**src/rtl/smb_pkg.sv**
```systemverilog
package smb_pkg;
  // width of the register-offset field carried in a command code
  localparam int PTR_W = 7;

  typedef enum logic [1:0] {ST_IDLE, ST_RX, ST_TX} smb_state_t;
  typedef enum logic [1:0] {PH_ADDR, PH_CMD, PH_DATA} smb_phase_t;
endpackage

```
**src/rtl/smb_sync.sv**
```systemverilog
module smb_sync #(
  parameter int W      = 2,
  parameter int STAGES = 2
) (
  input  logic         clk,
  input  logic         rst,
  input  logic [W-1:0] d,
  output logic [W-1:0] q,
  output logic [W-1:0] q_prev
);
  logic [W-1:0] pipe [STAGES+1];

  always_ff @(posedge clk) begin
    if (rst) begin
      for (int i = 0; i <= STAGES; i++) pipe[i] <= '1;
    end else begin
      pipe[0] <= d;
      for (int i = 1; i <= STAGES; i++) pipe[i] <= pipe[i-1];
    end
  end

  assign q      = pipe[STAGES-1];
  assign q_prev = pipe[STAGES];
endmodule

```
**src/rtl/smb_regfile.sv**
```systemverilog
module smb_regfile
  import smb_pkg::*;
#(
  parameter int              NREG = 8,
  parameter logic [NREG*8-1:0] INIT = '0
) (
  input  logic              clk,
  input  logic              rst,
  input  logic              wr_en,
  input  logic [PTR_W-1:0]  wr_addr,
  input  logic [7:0]        wr_data,
  input  logic [PTR_W-1:0]  rd_addr,
  output logic [7:0]        rd_data,
  output logic [NREG*8-1:0] regs_q
);
  localparam int AW = $clog2(NREG);
  localparam logic [PTR_W:0] LIMIT = (PTR_W+1)'(NREG);

  logic [7:0] mem [NREG];

  always_ff @(posedge clk) begin
    if (rst) begin
      for (int i = 0; i < NREG; i++) mem[i] <= INIT[i*8 +: 8];
    end else if (wr_en) begin
      mem[wr_addr[AW-1:0]] <= wr_data;
    end
  end

  assign rd_data = ({1'b0, rd_addr} < LIMIT) ? mem[rd_addr[AW-1:0]] : 8'h00;

  for (genvar g = 0; g < NREG; g++) begin : g_flat
    assign regs_q[g*8 +: 8] = mem[g];
  end
endmodule

```
**src/rtl/smb_engine.sv**
```systemverilog
module smb_engine
  import smb_pkg::*;
#(
  parameter logic [6:0] ADDR7 = 7'h69,
  parameter int         NREG  = 8
) (
  input  logic             clk,
  input  logic             rst,
  input  logic             scl_rise,
  input  logic             scl_fall,
  input  logic             start_evt,
  input  logic             stop_evt,
  input  logic             sda_s,
  input  logic [7:0]       rd_data,
  output logic [PTR_W-1:0] rd_addr,
  output logic             wr_en,
  output logic [PTR_W-1:0] wr_addr,
  output logic [7:0]       wr_data,
  output logic             sda_oe
);
  localparam logic [7:0]     CNT_BYTE = 8'(NREG);
  localparam logic [PTR_W:0] LIMIT    = (PTR_W+1)'(NREG);

  smb_state_t       st;
  smb_phase_t       ph;
  logic [3:0]       bitcnt;
  logic [7:0]       shreg, txb;
  logic [PTR_W-1:0] ptr;
  logic             cnt_pend, rd_dir, mnak;
  logic [7:0]       tx_next;
  logic             ptr_in;

  assign tx_next = cnt_pend ? CNT_BYTE : rd_data;
  assign ptr_in  = ({1'b0, ptr} < LIMIT);
  assign rd_addr = ptr;

  always_ff @(posedge clk) begin
    if (rst) begin
      st <= ST_IDLE; ph <= PH_ADDR; bitcnt <= '0;
      shreg <= '0; txb <= '0; ptr <= '0;
      cnt_pend <= 1'b0; rd_dir <= 1'b0; mnak <= 1'b0;
      sda_oe <= 1'b0; wr_en <= 1'b0; wr_addr <= '0; wr_data <= '0;
    end else begin
      wr_en <= 1'b0;
      if (start_evt) begin
        st <= ST_RX; ph <= PH_ADDR; bitcnt <= '0; sda_oe <= 1'b0;
      end else if (stop_evt) begin
        st <= ST_IDLE; sda_oe <= 1'b0;
      end else begin
        case (st)
          ST_RX: begin
            if (scl_rise) begin
              if (bitcnt < 4'd8) shreg <= {shreg[6:0], sda_s};
              if (bitcnt != 4'd9) bitcnt <= bitcnt + 4'd1;
            end else if (scl_fall && bitcnt == 4'd8) begin
              case (ph)
                PH_ADDR: begin
                  if (shreg[7:1] == ADDR7) begin
                    sda_oe <= 1'b1;
                    rd_dir <= shreg[0];
                    ph     <= shreg[0] ? PH_DATA : PH_CMD;
                  end else begin
                    st <= ST_IDLE;
                  end
                end
                PH_CMD: begin
                  sda_oe   <= 1'b1;
                  cnt_pend <= ~shreg[7];
                  ptr      <= shreg[7] ? shreg[6:0] : '0;
                  ph       <= PH_DATA;
                end
                default: begin
                  sda_oe <= 1'b1;
                  if (cnt_pend) begin
                    cnt_pend <= 1'b0;
                  end else begin
                    if (ptr_in) begin
                      wr_en   <= 1'b1;
                      wr_addr <= ptr;
                      wr_data <= shreg;
                    end
                    ptr <= ptr + 1'b1;
                  end
                end
              endcase
            end else if (scl_fall && bitcnt == 4'd9) begin
              bitcnt <= '0;
              if (rd_dir) begin
                st     <= ST_TX;
                txb    <= tx_next;
                sda_oe <= ~tx_next[7];
                if (cnt_pend) cnt_pend <= 1'b0;
                else          ptr <= ptr + 1'b1;
              end else begin
                sda_oe <= 1'b0;
              end
            end
          end
          ST_TX: begin
            if (scl_rise) begin
              if (bitcnt == 4'd8) mnak <= sda_s;
              if (bitcnt != 4'd9) bitcnt <= bitcnt + 4'd1;
            end else if (scl_fall) begin
              if (bitcnt >= 4'd1 && bitcnt <= 4'd7) begin
                txb    <= {txb[6:0], 1'b0};
                sda_oe <= ~txb[6];
              end else if (bitcnt == 4'd8) begin
                sda_oe <= 1'b0;
              end else if (bitcnt == 4'd9) begin
                bitcnt <= '0;
                if (mnak) begin
                  st <= ST_IDLE;
                end else begin
                  txb    <= tx_next;
                  sda_oe <= ~tx_next[7];
                  if (cnt_pend) cnt_pend <= 1'b0;
                  else          ptr <= ptr + 1'b1;
                end
              end
            end
          end
          default: ;
        endcase
      end
    end
  end
endmodule

```
**src/rtl/smb_reg_slave.sv**
```systemverilog
module smb_reg_slave
  import smb_pkg::*;
#(
  parameter logic [6:0]        ADDR7       = 7'h69,
  parameter int                NREG        = 8,
  parameter logic [NREG*8-1:0] INIT        = 64'h1E2D3C4B00FFF6FF,
  parameter int                SYNC_STAGES = 2
) (
  input  logic              clk,
  input  logic              rst,
  input  logic              scl_i,
  input  logic              sda_i,
  output logic              sda_oe,
  output logic [NREG*8-1:0] regs_q
);
  logic [1:0]       ln_s, ln_p;
  logic             scl_s, scl_p, sda_s, sda_p;
  logic             scl_rise, scl_fall, start_evt, stop_evt;
  logic             wr_en;
  logic [PTR_W-1:0] wr_addr, rd_addr;
  logic [7:0]       wr_data, rd_data;

  smb_sync #(.W(2), .STAGES(SYNC_STAGES)) u_sync (
    .clk(clk), .rst(rst), .d({scl_i, sda_i}), .q(ln_s), .q_prev(ln_p)
  );

  assign {scl_s, sda_s} = ln_s;
  assign {scl_p, sda_p} = ln_p;
  assign scl_rise  = scl_s & ~scl_p;
  assign scl_fall  = ~scl_s & scl_p;
  assign start_evt = scl_s & scl_p & sda_p & ~sda_s;
  assign stop_evt  = scl_s & scl_p & ~sda_p & sda_s;

  smb_engine #(.ADDR7(ADDR7), .NREG(NREG)) u_eng (
    .clk(clk), .rst(rst),
    .scl_rise(scl_rise), .scl_fall(scl_fall),
    .start_evt(start_evt), .stop_evt(stop_evt), .sda_s(sda_s),
    .rd_data(rd_data), .rd_addr(rd_addr),
    .wr_en(wr_en), .wr_addr(wr_addr), .wr_data(wr_data),
    .sda_oe(sda_oe)
  );

  smb_regfile #(.NREG(NREG), .INIT(INIT)) u_rf (
    .clk(clk), .rst(rst),
    .wr_en(wr_en), .wr_addr(wr_addr), .wr_data(wr_data),
    .rd_addr(rd_addr), .rd_data(rd_data), .regs_q(regs_q)
  );
endmodule

```
**config.mk**
```make
export PLATFORM = sky130hd
export DESIGN_NAME = smb_reg_slave
export DESIGN_NICKNAME = d
export VERILOG_FILES = /design/src/rtl/smb_pkg.sv /design/src/rtl/smb_sync.sv /design/src/rtl/smb_regfile.sv /design/src/rtl/smb_engine.sv /design/src/rtl/smb_reg_slave.sv
export SDC_FILE = /design/constraint.sdc
export NUM_CORES = 1
export LEC_CHECK = 0
export ABC_AREA = 1
export BUFFER_PORTS_ARGS = -buffer_cell sky130_fd_sc_hd__buf_2
export CAP_MARGIN = 20
export CORE_ASPECT_RATIO = 0.5
export CORE_UTILIZATION = 55
export CTS_CLUSTER_DIAMETER = 30
export CTS_CLUSTER_SIZE = 24
export DETAILED_ROUTE_END_ITERATION = 8
export PLACE_DENSITY = 0.83
export RECOVER_POWER = 100
export SYNTH_ARGS = -nofsm -noshare
export SYNTH_HDL_FRONTEND = slang
export SYNTH_SLANG_ARGS = --single-unit
```
**constraint.sdc**
```tcl
create_clock -name clk -period 2.1 [get_ports clk]
set_input_delay 0.21 -clock clk [delete_from_list [all_inputs] [get_ports clk]]
set_output_delay 0.21 -clock clk [all_outputs]
set_load 0.01 [all_outputs]
```
==> results of run 1 <==
-- logic make-up (layout without fill, tap and decap cells) --
| group | count (synthesis) | in the layout | synth area share [%] |
|---|---|---|---|
| AO/OA/AOI/OAI | 105 | 105 | 9.79 |
| XOR/XNOR | 5 | 5 | 0.753 |
| adder cells (fa/ha/maj) | 9 | 9 | 1.94 |
| buffers and inverters | 97 | 189 | 6.73 |
| flip-flops | 119 | 119 | 52.0 |
| multiplexers | 1 | 1 | 0.172 |
| AND/OR/NAND/NOR | 377 | 377 | 28.6 |
-- layout by cell type, fill, tap and decap left out, drive strengths merged, types with 5 or more instances in the layout --
master / n
nand2: 185
nor2: 106
clkbuf: 89
inv: 65
edfxtp: 64
nand3: 61
dfxtp: 55
o21ai: 48
a21oi: 47
clkinv: 16
buf: 12
ha: 9
nand4: 9
or2: 7
xor2: 5
o211ai: 5
nand3b: 5
-- area by class of cell --
class	count	area, um2	share of cell area, %
sequential	119	3020	44.3
multi-input combinational	497	2400	35.2
clock buffer	18	429	6.29
timing repair buffer	85	383	5.61
inverter	73	280	4.11
tap	140	175	2.57
clock inverter	13	131	1.93
-- power groups by stage --
stage          clock (W)  combinational, W  sequential (W)
2_1_floorplan          0          0.000658         0.00266
3_3_place_gp           0          0.000891         0.00268
3_5_place_dp           0          0.000916         0.00268
4_1_cts          0.00279          0.000936         0.00263
5_1_grt          0.00289           0.00105         0.00265
6_report         0.00277          0.000953         0.00264
-- sequential cells by signal (all words and copies together), names as in the netlist, named ones only --
name	cells
u_eng.wr_en	1
u_eng.txb	7
u_eng.cnt_pend	1
u_rf.mem	64
u_eng.sda_oe	1
u_eng.shreg	8
u_eng.rd_dir	1
u_sync.pipe	6
u_eng.ph	2
u_eng.bitcnt	4
u_eng.wr_addr	3
u_eng.wr_data	8
u_eng.mnak	1
u_eng.rd_addr	7
u_eng.st	2
-- worst max-delay path, delay by kind of cell, from the launching register on --
kind / cells / cell delay [ps]
AOI/OAI and AO/OA: 1 / 170
adders and majority gates: 1 / 310
buffers and inverters: 1 / 90
DFF: 1 / 330
and+or+nand+nor: 6 / 960
-- cell usage after synthesis, types with 2 or more instances --
master / n / share of area [%]
clkinv_1: 9 / 0.58
or2_2: 6 / 0.65
nor2_1: 98 / 6.3
xor2_1: 5 / 0.75
a21oi_1: 42 / 3.6
inv_2: 6 / 0.39
nand3b_2: 2 / 0.39
ha_1: 9 / 1.9
nand2_2: 2 / 0.22
nor3_1: 2 / 0.17
nand3b_1: 3 / 0.39
nand4_1: 8 / 0.86
nor2_2: 4 / 0.43
buf_2: 8 / 0.69
o21ai_1: 19 / 1.6
buf_4: 3 / 0.39
dfxtp_1: 55 / 19
nand3_1: 56 / 4.8
a31oi_1: 2 / 0.22
nand3_2: 4 / 0.69
edfxtp_1: 64 / 33
nand2_1: 182 / 12
o21ai_0: 28 / 2.4
clkbuf_1: 13 / 0.84
o211ai_1: 5 / 0.65
inv_1: 55 / 3.5
nor2_4: 4 / 0.77
a21oi_2: 5 / 0.75
inv_4: 2 / 0.22
-- worst max-delay path by stage --
stage                 startpoint               end  depth (start not counted)  slack (ps)
2_1_floorplan        u_eng.st[0]      u_eng.txb[4]                         12         440
3_3_place_gp     u_eng.bitcnt[0]              flop                         10         230
3_5_place_dp         u_eng.st[0]      u_eng.txb[3]                         11         180
4_1_cts              u_eng.st[0]      u_eng.txb[3]                         11         140
5_1_grt        u_sync.pipe[0][3]              flop                          9          20
6_report       u_sync.pipe[0][3]  u_eng.rd_addr[0]                          9         130
-- stage by stage --
step	cell area, um2	setup WS [ps]	hold slack, ps
floorplan	5820	441	314
global placement	6340	231	391
detailed placement	6340	178	395
CTS	6930	139	156
global route	6820	18.5	201
finish	6820	128	175
-- routing by layer --
layer / part of all wire, % / up-vias / track usage (%) / routed length [um]
met5: 0 / - / 0 / 0
li1: - / 2504 / - / -
met4: 3.9 / 0 / 17.2 / 601
met2: 46 / 299 / 47.2 / 7130
met1: 41 / 2452 / 36.0 / 6350
met3: 9.3 / 56 / 6.85 / 1450
-- what timing repair did --
item | CTS | global route
endpoints found under the setup margin | 0 | 4
endpoints found under the hold margin | 2 | 0
gates resized for setup | 0 | 1
hold buffers | 2 | 0
==> summary.txt, run 1 <==
Min path
  – WHS Path Cells: 3
  – Min-delay src: rst
  – Min-delay worst type: in2reg
  – WHS Endpoint: u_eng.rd_addr[6]

Die
  – Height of the die: 74.7 um
  – CORE AREA: 10200 um2
  – Chip width: 147 um
  – Die area: 11000 um2
  – Row count: 26
  – Initial Util: 56.8%
  – I/O pin count: 69

Worst setup path
  – Crit-path max FO: 9
  – R2r startpoint: u_sync.pipe[0][3]
  – R2r endpoint: u_eng.rd_addr[0]
  – CP Launch Type: flop
  – Worst-path cell chain: inv_1 -> ha_1 -> nand4_1 -> nand3_1 -> nand3_1 -> nor2_4 -> nand2_4 -> o21ai_1 -> nor2_1
  – CP Capture Type: flop
  – Required time worst endpoint: 2410 ps
  – CP most frequent cell: nand3_1
  – Crit path arrival time: 2280 ps
  – Worst reg-to-reg setup slack: 130 ps
  – Slowest cell on crit path: dfxtp_1
  – WS Path Type: reg2reg
  – Max incr delay on CP: 330 ps
  – Worst r2r path cells: 9

GRT
  – Vias in the first global route: 4756
  – Largest net degree at the start of global routing: 44
  – First-pass GRT wire length: 23700 um
  – Tot GR Track Use: 28.8%
  – Initial antenna violation count: 0
  – Grt ovf: 0

STA
  – Unrepaired setup endpoints after global routing: false
  – Setup TNS: 0 ps
  – Max Fclk: 507 MHz
  – Final-report hold violation count: 0
  – Pins Over Slew Limit: 0
  – Crit path time final: 1970 ps
  – Slew HR: 67.9%
  – Worst Tran Pin Value: 480 ps
  – Worst Clk Skew: 9.29 ps
  – Setup violators final: 0
  – Post-route clock period utilization: 93.9%

Power
  – Sw Ratio: 28.1%
  – Power per Cell Area: 932 nW/um2
  – Int Pwr: 0.00457 W
  – P_sw: 0.00179 W
  – Comb pwr share: 15.0%
  – Clock power frac: 43.5%
  – Reg power frac: 41.5%
  – Final Power: 0.00636 W
  – Worst vdd ir: 0.606 mV
  – Pleak: 2.53 nW

CTS
  – Clk root buf: clkbuf_16
  – Clk Latency, worst-skew pair: 410 ps
  – H-Tree Depth: 4
  – Clock slew at reported path FFs: 60 ps
  – CTS tree: yes
  – Clk sinks: 119
  – CTS Buffer Depth: 2
  – Postcts setup bufs: 0
  – Total CTS buffers: 17

Layout
  – Antenna diodes: 0
  – Non-filler cells, final: 945
  – Fillers: 859
  – Final net count: 806
  – Synth-to-layout area growth: 17.3%
  – Fin util: 66.6%
  – Share of cells above drive strength 1: 9.44%

Outcome
  – Run status: completed

Routing
  – Via count: 5311
  – DRT antenna net count: 0
  – Initial DRC count: 629
  – Via density: 5.62
  – Final wirelength: 15500 um
  – Average wire per standard cell: 16.4 um
  – Drt first pass iters: 6
  – DR DRC count: 0

Yosys
  – Yosys warns: 0
  – Syn_area_per_cell: 8.16 um2
  – Syn Nets: 726
  – Post-synthesis sequential area ratio: 52.0%
  – Mapped Cells: 713
  – Yosys cell types: 41
  – FF+latch count, synth: 119
  – Post-synth ARST share: 0%
  – Post-Syn Area: 5820 um2
  – Top_reg_cell synth: edfxtp_1
  – Post-synth EDFFs: 64

Placed design
  – IO buf count: 68
  – DP Cell Count: 912
  – Detailed Place HPWL: 10600 um
  – GPL Wtd Cong: 0.922

Flow run
  – Max-cap violation count: 0
No activity file was read; power rests on OpenSTA's default activity.
==> run 2: changes to the inputs <==
--- a/config.mk
+++ b/config.mk
@@ -13,7 +13,7 @@
 export CTS_CLUSTER_DIAMETER = 30
 export CTS_CLUSTER_SIZE = 24
 export DETAILED_ROUTE_END_ITERATION = 8
-export PLACE_DENSITY = 0.83
+export PLACE_DENSITY_LB_ADDON = 0.25
 export RECOVER_POWER = 100
 export SYNTH_ARGS = -nofsm -noshare
 export SYNTH_HDL_FRONTEND = slang
==> run 2 against run 1 <==
Net effect:
- first-iteration DRC count shrank 30%
- maximum frequency is 4.4% higher
- sequential share of layout area is 0.63 points lower
- utilization increased by 0.96 points
- highest routed layer unchanged
- die area unchanged
- total power is 5.9% higher
- flip-flop and latch count is the same
- combinational power decreased by 2.6%
- critical path type unchanged
- clock power is 14% higher
- hold slack worse by 13 ps
- global-route usage fell by 1.5 points
==> summary.txt, run 2 (synthesized netlist as in run 1, its figures left out) <==
Outcome
  – Run status: completed

STA
  – Crit path time final: 1890 ps
  – Post-route clock period utilization: 89.9%
  – Unrepaired setup endpoints after global routing: false
  – Final-report hold violation count: 0
  – Worst Clk Skew: 5.50 ps
  – Worst Tran Pin Value: 862 ps
  – Max Fclk: 530 MHz
  – Slew HR: 42.6%
  – Pins Over Slew Limit: 0
  – Setup violators final: 0
  – Setup TNS: 0 ps

Power
  – Worst vdd ir: 0.640 mV
  – Pleak: 2.58 nW
  – Power per Cell Area: 973 nW/um2

Worst setup path
  – Max incr delay on CP: 390 ps
  – Slowest cell on crit path: dfxtp_1
  – CP startpoint: u_eng.bitcnt[0]
  – Crit path arrival time: 2200 ps
  – Required time worst endpoint: 2410 ps
  – CP most frequent cell: nor2_1
  – WS Path Type: reg2reg
  – Worst r2r path cells: 10
  – Worst-path cell chain: inv_1 -> ha_1 -> nand3b_2 -> nand2_2 -> a21oi_2 -> nor2_4 -> nand2_4 -> clkinv_2 -> nor2_1 -> nor2_1
  – CP Capture Type: flop
  – R2r startpoint: u_eng.bitcnt[0]
  – Crit-path max FO: 9
  – CP Launch Type: flop
  – Worst reg-to-reg setup slack: 210 ps

Routing
  – Via count: 5114
  – Drt first pass iters: 5
  – Final wirelength: 14700 um
  – DRT antenna net count: 0
  – Average wire per standard cell: 15.5 um
  – Via density: 5.39
  – Initial DRC count: 438
  – DR DRC count: 0

Die
  – Chip width: 147 um
  – I/O pin count: 69
  – Die area: 11000 um2
  – Row count: 26
  – Initial Util: 56.8%
  – Height of the die: 74.7 um
  – CORE AREA: 10200 um2

Layout
  – Synth-to-layout area growth: 19.0%
  – Non-filler cells, final: 948
  – Most frequent cells in the layout: 183 x nand2_1, 98 x nor2_1, 68 x clkbuf_1
  – Antenna diodes: 0
  – Max reg flops: 64
  – Commonest non-fill, non-tap cell in the layout: nand2_1
  – Top flop regs: u_rf.mem (64), u_eng.shreg (8), u_eng.wr_data (8)
  – Biggest register: u_rf.mem
  – Share of cells above drive strength 1: 10.6%
  – Final net count: 808

CTS
  – Postcts setup bufs: 0
  – Clk root buf: clkbuf_16
  – CTS Buffer Depth: 2
  – Total CTS buffers: 17
  – H-Tree Depth: 4
  – CTS tree: yes
  – Clk sinks: 119
  – Clk Latency, worst-skew pair: 420 ps
  – Clock slew at reported path FFs: 60 ps

Placed design
  – GPL Wtd Cong: 0.890
  – IO buf count: 68
  – DP Cell Count: 914
  – Detailed Place HPWL: 10200 um

Min path
  – WHS Path Cells: 3
  – Min-delay worst type: in2reg

GRT
  – Tot GR Track Use: 27.4%
  – Vias in the first global route: 4449
  – Grt ovf: 0
  – First-pass GRT wire length: 22400 um
  – Initial antenna violation count: 0
  – Largest net degree at the start of global routing: 44

Flow run
  – Max-cap violation count: 0
==> run 2: through the flow <==
step | hold slack, ps | cell area (um2) | utilization [%] | setup WS (ps) | power, W
floorplan | 314 | 5820 | - | 441 | 0.00332
finish | 163 | 6920 | 67.5 | 212 | 0.00673
global placement | 392 | 6350 | 61.9 | 264 | 0.00358
CTS | 164 | 7010 | 68.4 | 181 | 0.00673
detailed placement | 393 | 6350 | 61.9 | 203 | 0.00360
global route | 184 | 6920 | 67.5 | 33.6 | 0.00696
==> run 2: worst min path at each step <==
| stage | startpoint | to | slack [ps] |
|---|---|---|---|
| floorplan | sda_i | u_sync.pipe[0][0] | 310 |
| global placement | u_sync.pipe[0][0] | u_sync.pipe[0][2] | 390 |
| detailed placement | u_sync.pipe[0][0] | u_sync.pipe[0][2] | 390 |
| CTS | rst | u_eng.txb[3] | 160 |
| global route | rst | u_eng.txb[3] | 180 |
| finish | rst | u_eng.st[0] | 160 |
==> run 2: where the power goes <==
part	switching, W	internal, W	total [W]
Sequential	0.000100	0.00254	0.00264
Combinational	0.000618	0.000310	0.000928
Clock	0.00115	0.00201	0.00316
Total	0.00187	0.00487	0.00673
==> run 2: critical path, delay by kind of cell, from the launching register on <==
kind	cells	cell delay (ps)
compound gates	1	250
fa+ha+maj	1	290
buf+inv	2	200
flops	1	390
simple gates	6	640
==> run 2: per-layer routing <==
layer / up-vias / wire, um / GRT usage (%)
met1: 2353 / 6380 / 36.0
met5: - / 0 / 0
met3: 25 / 1290 / 5.09
li1: 2509 / - / -
met2: 227 / 6780 / 45.4
met4: 0 / 242 / 12.0
==> run 2: what timing repair did <==
item | in CTS | in global routing
endpoints found under the hold margin | 2 | 0
resized for setup | 0 | 2
hold buffers | 2 | 0
endpoints found under the setup margin | 0 | 4
==> run 2: final cells by class <==
| type | count | area [um2] |
|---|---|---|
| sequential | 119 | 3020 |
| tap | 140 | 175 |
| clock inverter | 15 | 219 |
| clock buffer | 17 | 425 |
| timing repair buffer | 87 | 390 |
| inverter | 73 | 280 |
| multi-input combinational | 497 | 2410 |
| fill | 851 | 3330 |
==> run 3: changes to the inputs <==
--- a/config.mk
+++ b/config.mk
@@ -10,11 +10,13 @@
 export CAP_MARGIN = 20
 export CORE_ASPECT_RATIO = 0.5
 export CORE_UTILIZATION = 55
+export CTS_BUF_LIST = sky130_fd_sc_hd__clkbuf_8
 export CTS_CLUSTER_DIAMETER = 30
 export CTS_CLUSTER_SIZE = 24
 export DETAILED_ROUTE_END_ITERATION = 8
 export PLACE_DENSITY_LB_ADDON = 0.25
 export RECOVER_POWER = 100
+export SLEW_MARGIN = 20
 export SYNTH_ARGS = -nofsm -noshare
 export SYNTH_HDL_FRONTEND = slang
 export SYNTH_SLANG_ARGS = --single-unit
==> constraint.sdc (replaced) <==
create_clock -name clk -period 2.3 [get_ports clk]
set_input_delay 0.23 -clock clk [delete_from_list [all_inputs] [get_ports clk]]
set_output_delay 0.23 -clock clk [all_outputs]
set_load 0.01 [all_outputs]
==> run 3 against run 2 <==
Net effect:
- flip-flop and latch count is the same
- sequential share of layout area grew 2.0 points
- clock power shrank 38%
- combinational power shrank 12%
- critical path depth is the same
- critical path type unchanged
- routed wire length shrank 1.4%
- cell area shrank 4.4%
- die area is the same
- sequential power shrank 8.7%
- largest power group is now sequential cells
==> summary.txt, run 3 (synthesized netlist as in run 1, its figures left out) <==
Worst setup path
  – R2r startpoint: u_sync.pipe[0][3]
  – CP Capture Type: flop
  – Worst r2r path cells: 10
  – WS Path Type: reg2reg
  – Max incr delay on CP: 330 ps
  – Required time worst endpoint: 2660 ps
  – CP Launch Type: flop
  – Slowest cell on crit path: dfxtp_1
  – Crit path arrival time: 2420 ps
  – Worst-path cell chain: inv_1 -> ha_1 -> nand4_4 -> nand3_1 -> nand3_2 -> nor2_4 -> nand2_1 -> clkinv_2 -> nor2_1 -> nor2_1
  – Crit-path max FO: 9
  – Buf/Inv on CP: 2
  – CP most frequent cell: nor2_1
  – Worst reg-to-reg setup slack: 240 ps
  – CP delay by family, top: simple AND/OR/NAND/NOR gates

Min path
  – WHS Endpoint: u_eng.st[0]
  – Min-delay worst type: in2reg
  – WHS Path Cells: 2
  – Min-delay src: rst

Die
  – Height of the die: 74.7 um
  – Row count: 26
  – Chip width: 147 um
  – I/O pin count: 69
  – CORE AREA: 10200 um2
  – Initial Util: 56.8%
  – Die area: 11000 um2

STA
  – Post-route clock period utilization: 89.6%
  – Unrepaired setup endpoints after global routing: false
  – Setup violators final: 0
  – Final-report hold violation count: 0
  – Pins Over Slew Limit: 0
  – WHS: 294 ps
  – Slew HR: 58.3%
  – Worst Clk Skew: 13.5 ps
  – Setup TNS: 0 ps
  – Max Fclk: 485 MHz
  – Worst Tran Pin Value: 626 ps
  – Crit path time final: 2060 ps

Routing
  – DR DRC count: 0
  – DRT antenna net count: 0
  – Via density: 5.38
  – Average wire per standard cell: 15.4 um
  – Via count: 5060
  – Final wirelength: 14500 um
  – Initial DRC count: 465
  – Drt first pass iters: 5

Placed design
  – Detailed Place HPWL: 10300 um
  – IO buf count: 68
  – DP Cell Count: 907
  – GPL Wtd Cong: 0.900

GRT
  – First-pass GRT wire length: 22200 um
  – Initial antenna violation count: 0
  – Vias in the first global route: 4439
  – Largest net degree at the start of global routing: 44
  – Grt ovf: 0
  – Tot GR Track Use: 27.1%

Power
  – Pleak: 2.44 nW
  – Worst vdd ir: 0.400 mV
  – Power per Cell Area: 785 nW/um2

Flow run
  – Max-cap violation count: 0

Layout
  – Max reg flops: 64
  – Top flop regs: u_rf.mem (64), u_eng.shreg (8), u_eng.wr_data (8)
  – Commonest non-fill, non-tap cell in the layout: nand2_1
  – Final net count: 801
  – Synth-to-layout area growth: 13.7%
  – Biggest register: u_rf.mem
  – Fin util: 64.5%
  – Non-filler cells, final: 941
  – Share of cells above drive strength 1: 9.24%
  – Antenna diodes: 0
  – Most frequent cells in the layout: 183 x nand2_1, 99 x nor2_1, 69 x clkbuf_1

CTS
  – Clock slew at reported path FFs: 80 ps
  – Clk root buf: clkbuf_8
  – CTS Buffer Depth: 2
  – Clk sinks: 119
  – Postcts setup bufs: 0
  – Total CTS buffers: 17
  – Post-cts resize count: 0
  – CTS tree: yes
  – Clk Latency, worst-skew pair: 440 ps
  – H-Tree Depth: 4

Outcome
  – Run status: completed
[run 3: how the worst max path moves through the flow]
stage                            from            to  slack, ps  cells past startpoint
floorplan                 u_eng.st[0]  u_eng.txb[4]        640                     12
global placement          u_eng.st[0]  u_eng.txb[3]        430                     11
detailed placement        u_eng.st[0]  u_eng.txb[3]        350                     11
CTS                       u_eng.st[0]  u_eng.txb[3]        350                     11
global route        u_sync.pipe[0][3]          flop        100                      9
finish              u_sync.pipe[0][3]          flop        240                     10
[run 3: worst reg2reg max path, cell delays in order, from the launching register on]
cell	delay, ps
dfxtp_1	330
inv_1	90
ha_1	310
nand4_4	220
nand3_1	170
nand3_2	120
nor2_4	140
nand2_1	220
clkinv_2	150
nor2_1	60
nor2_1	170
[run 3: final cells by class]
type,instances,area (um2)
Sequential cell,119,3020
Timing Repair Buffer,80,339
Inverter,73,280
Fill cell,887,3630
Tap cell,140,175
Clock inverter,15,175
Clock buffer,17,234
Multi-Input combinational cell,497,2390
[run 3: repair_timing]
item / CTS / global route
hold buffers: 2 / 0
hold endpoints to repair: 2 / 0
endpoints found under the setup margin: 0 / 0
[run 3: where the power goes]
part	internal, W	leakage [nW]	switching [W]
Sequential	0.00232	0.970	0.0000883
Clock	0.00107	0.206	0.000895
Combinational	0.000260	1.26	0.000552
[run 3: metal layers]
metal / part of all wire (%) / track usage, %
met1: 44 / 35.2
met2: 46 / 45.1
met3: 8.0 / 6.18
met4: 2.3 / 11.3
met5: 0 / 0
[run 3: stage by stage]
| stage | area [um2] | setup WS, ps | total power (W) |
|---|---|---|---|
| after detailed placement | 6290 | 353 | 0.00327 |
| after floorplan | 5820 | 641 | 0.00303 |
| after CTS | 6720 | 345 | 0.00521 |
| after global routing | 6610 | 98.9 | 0.00540 |
| after global placement | 6290 | 435 | 0.00325 |
| final | 6610 | 239 | 0.00519 |
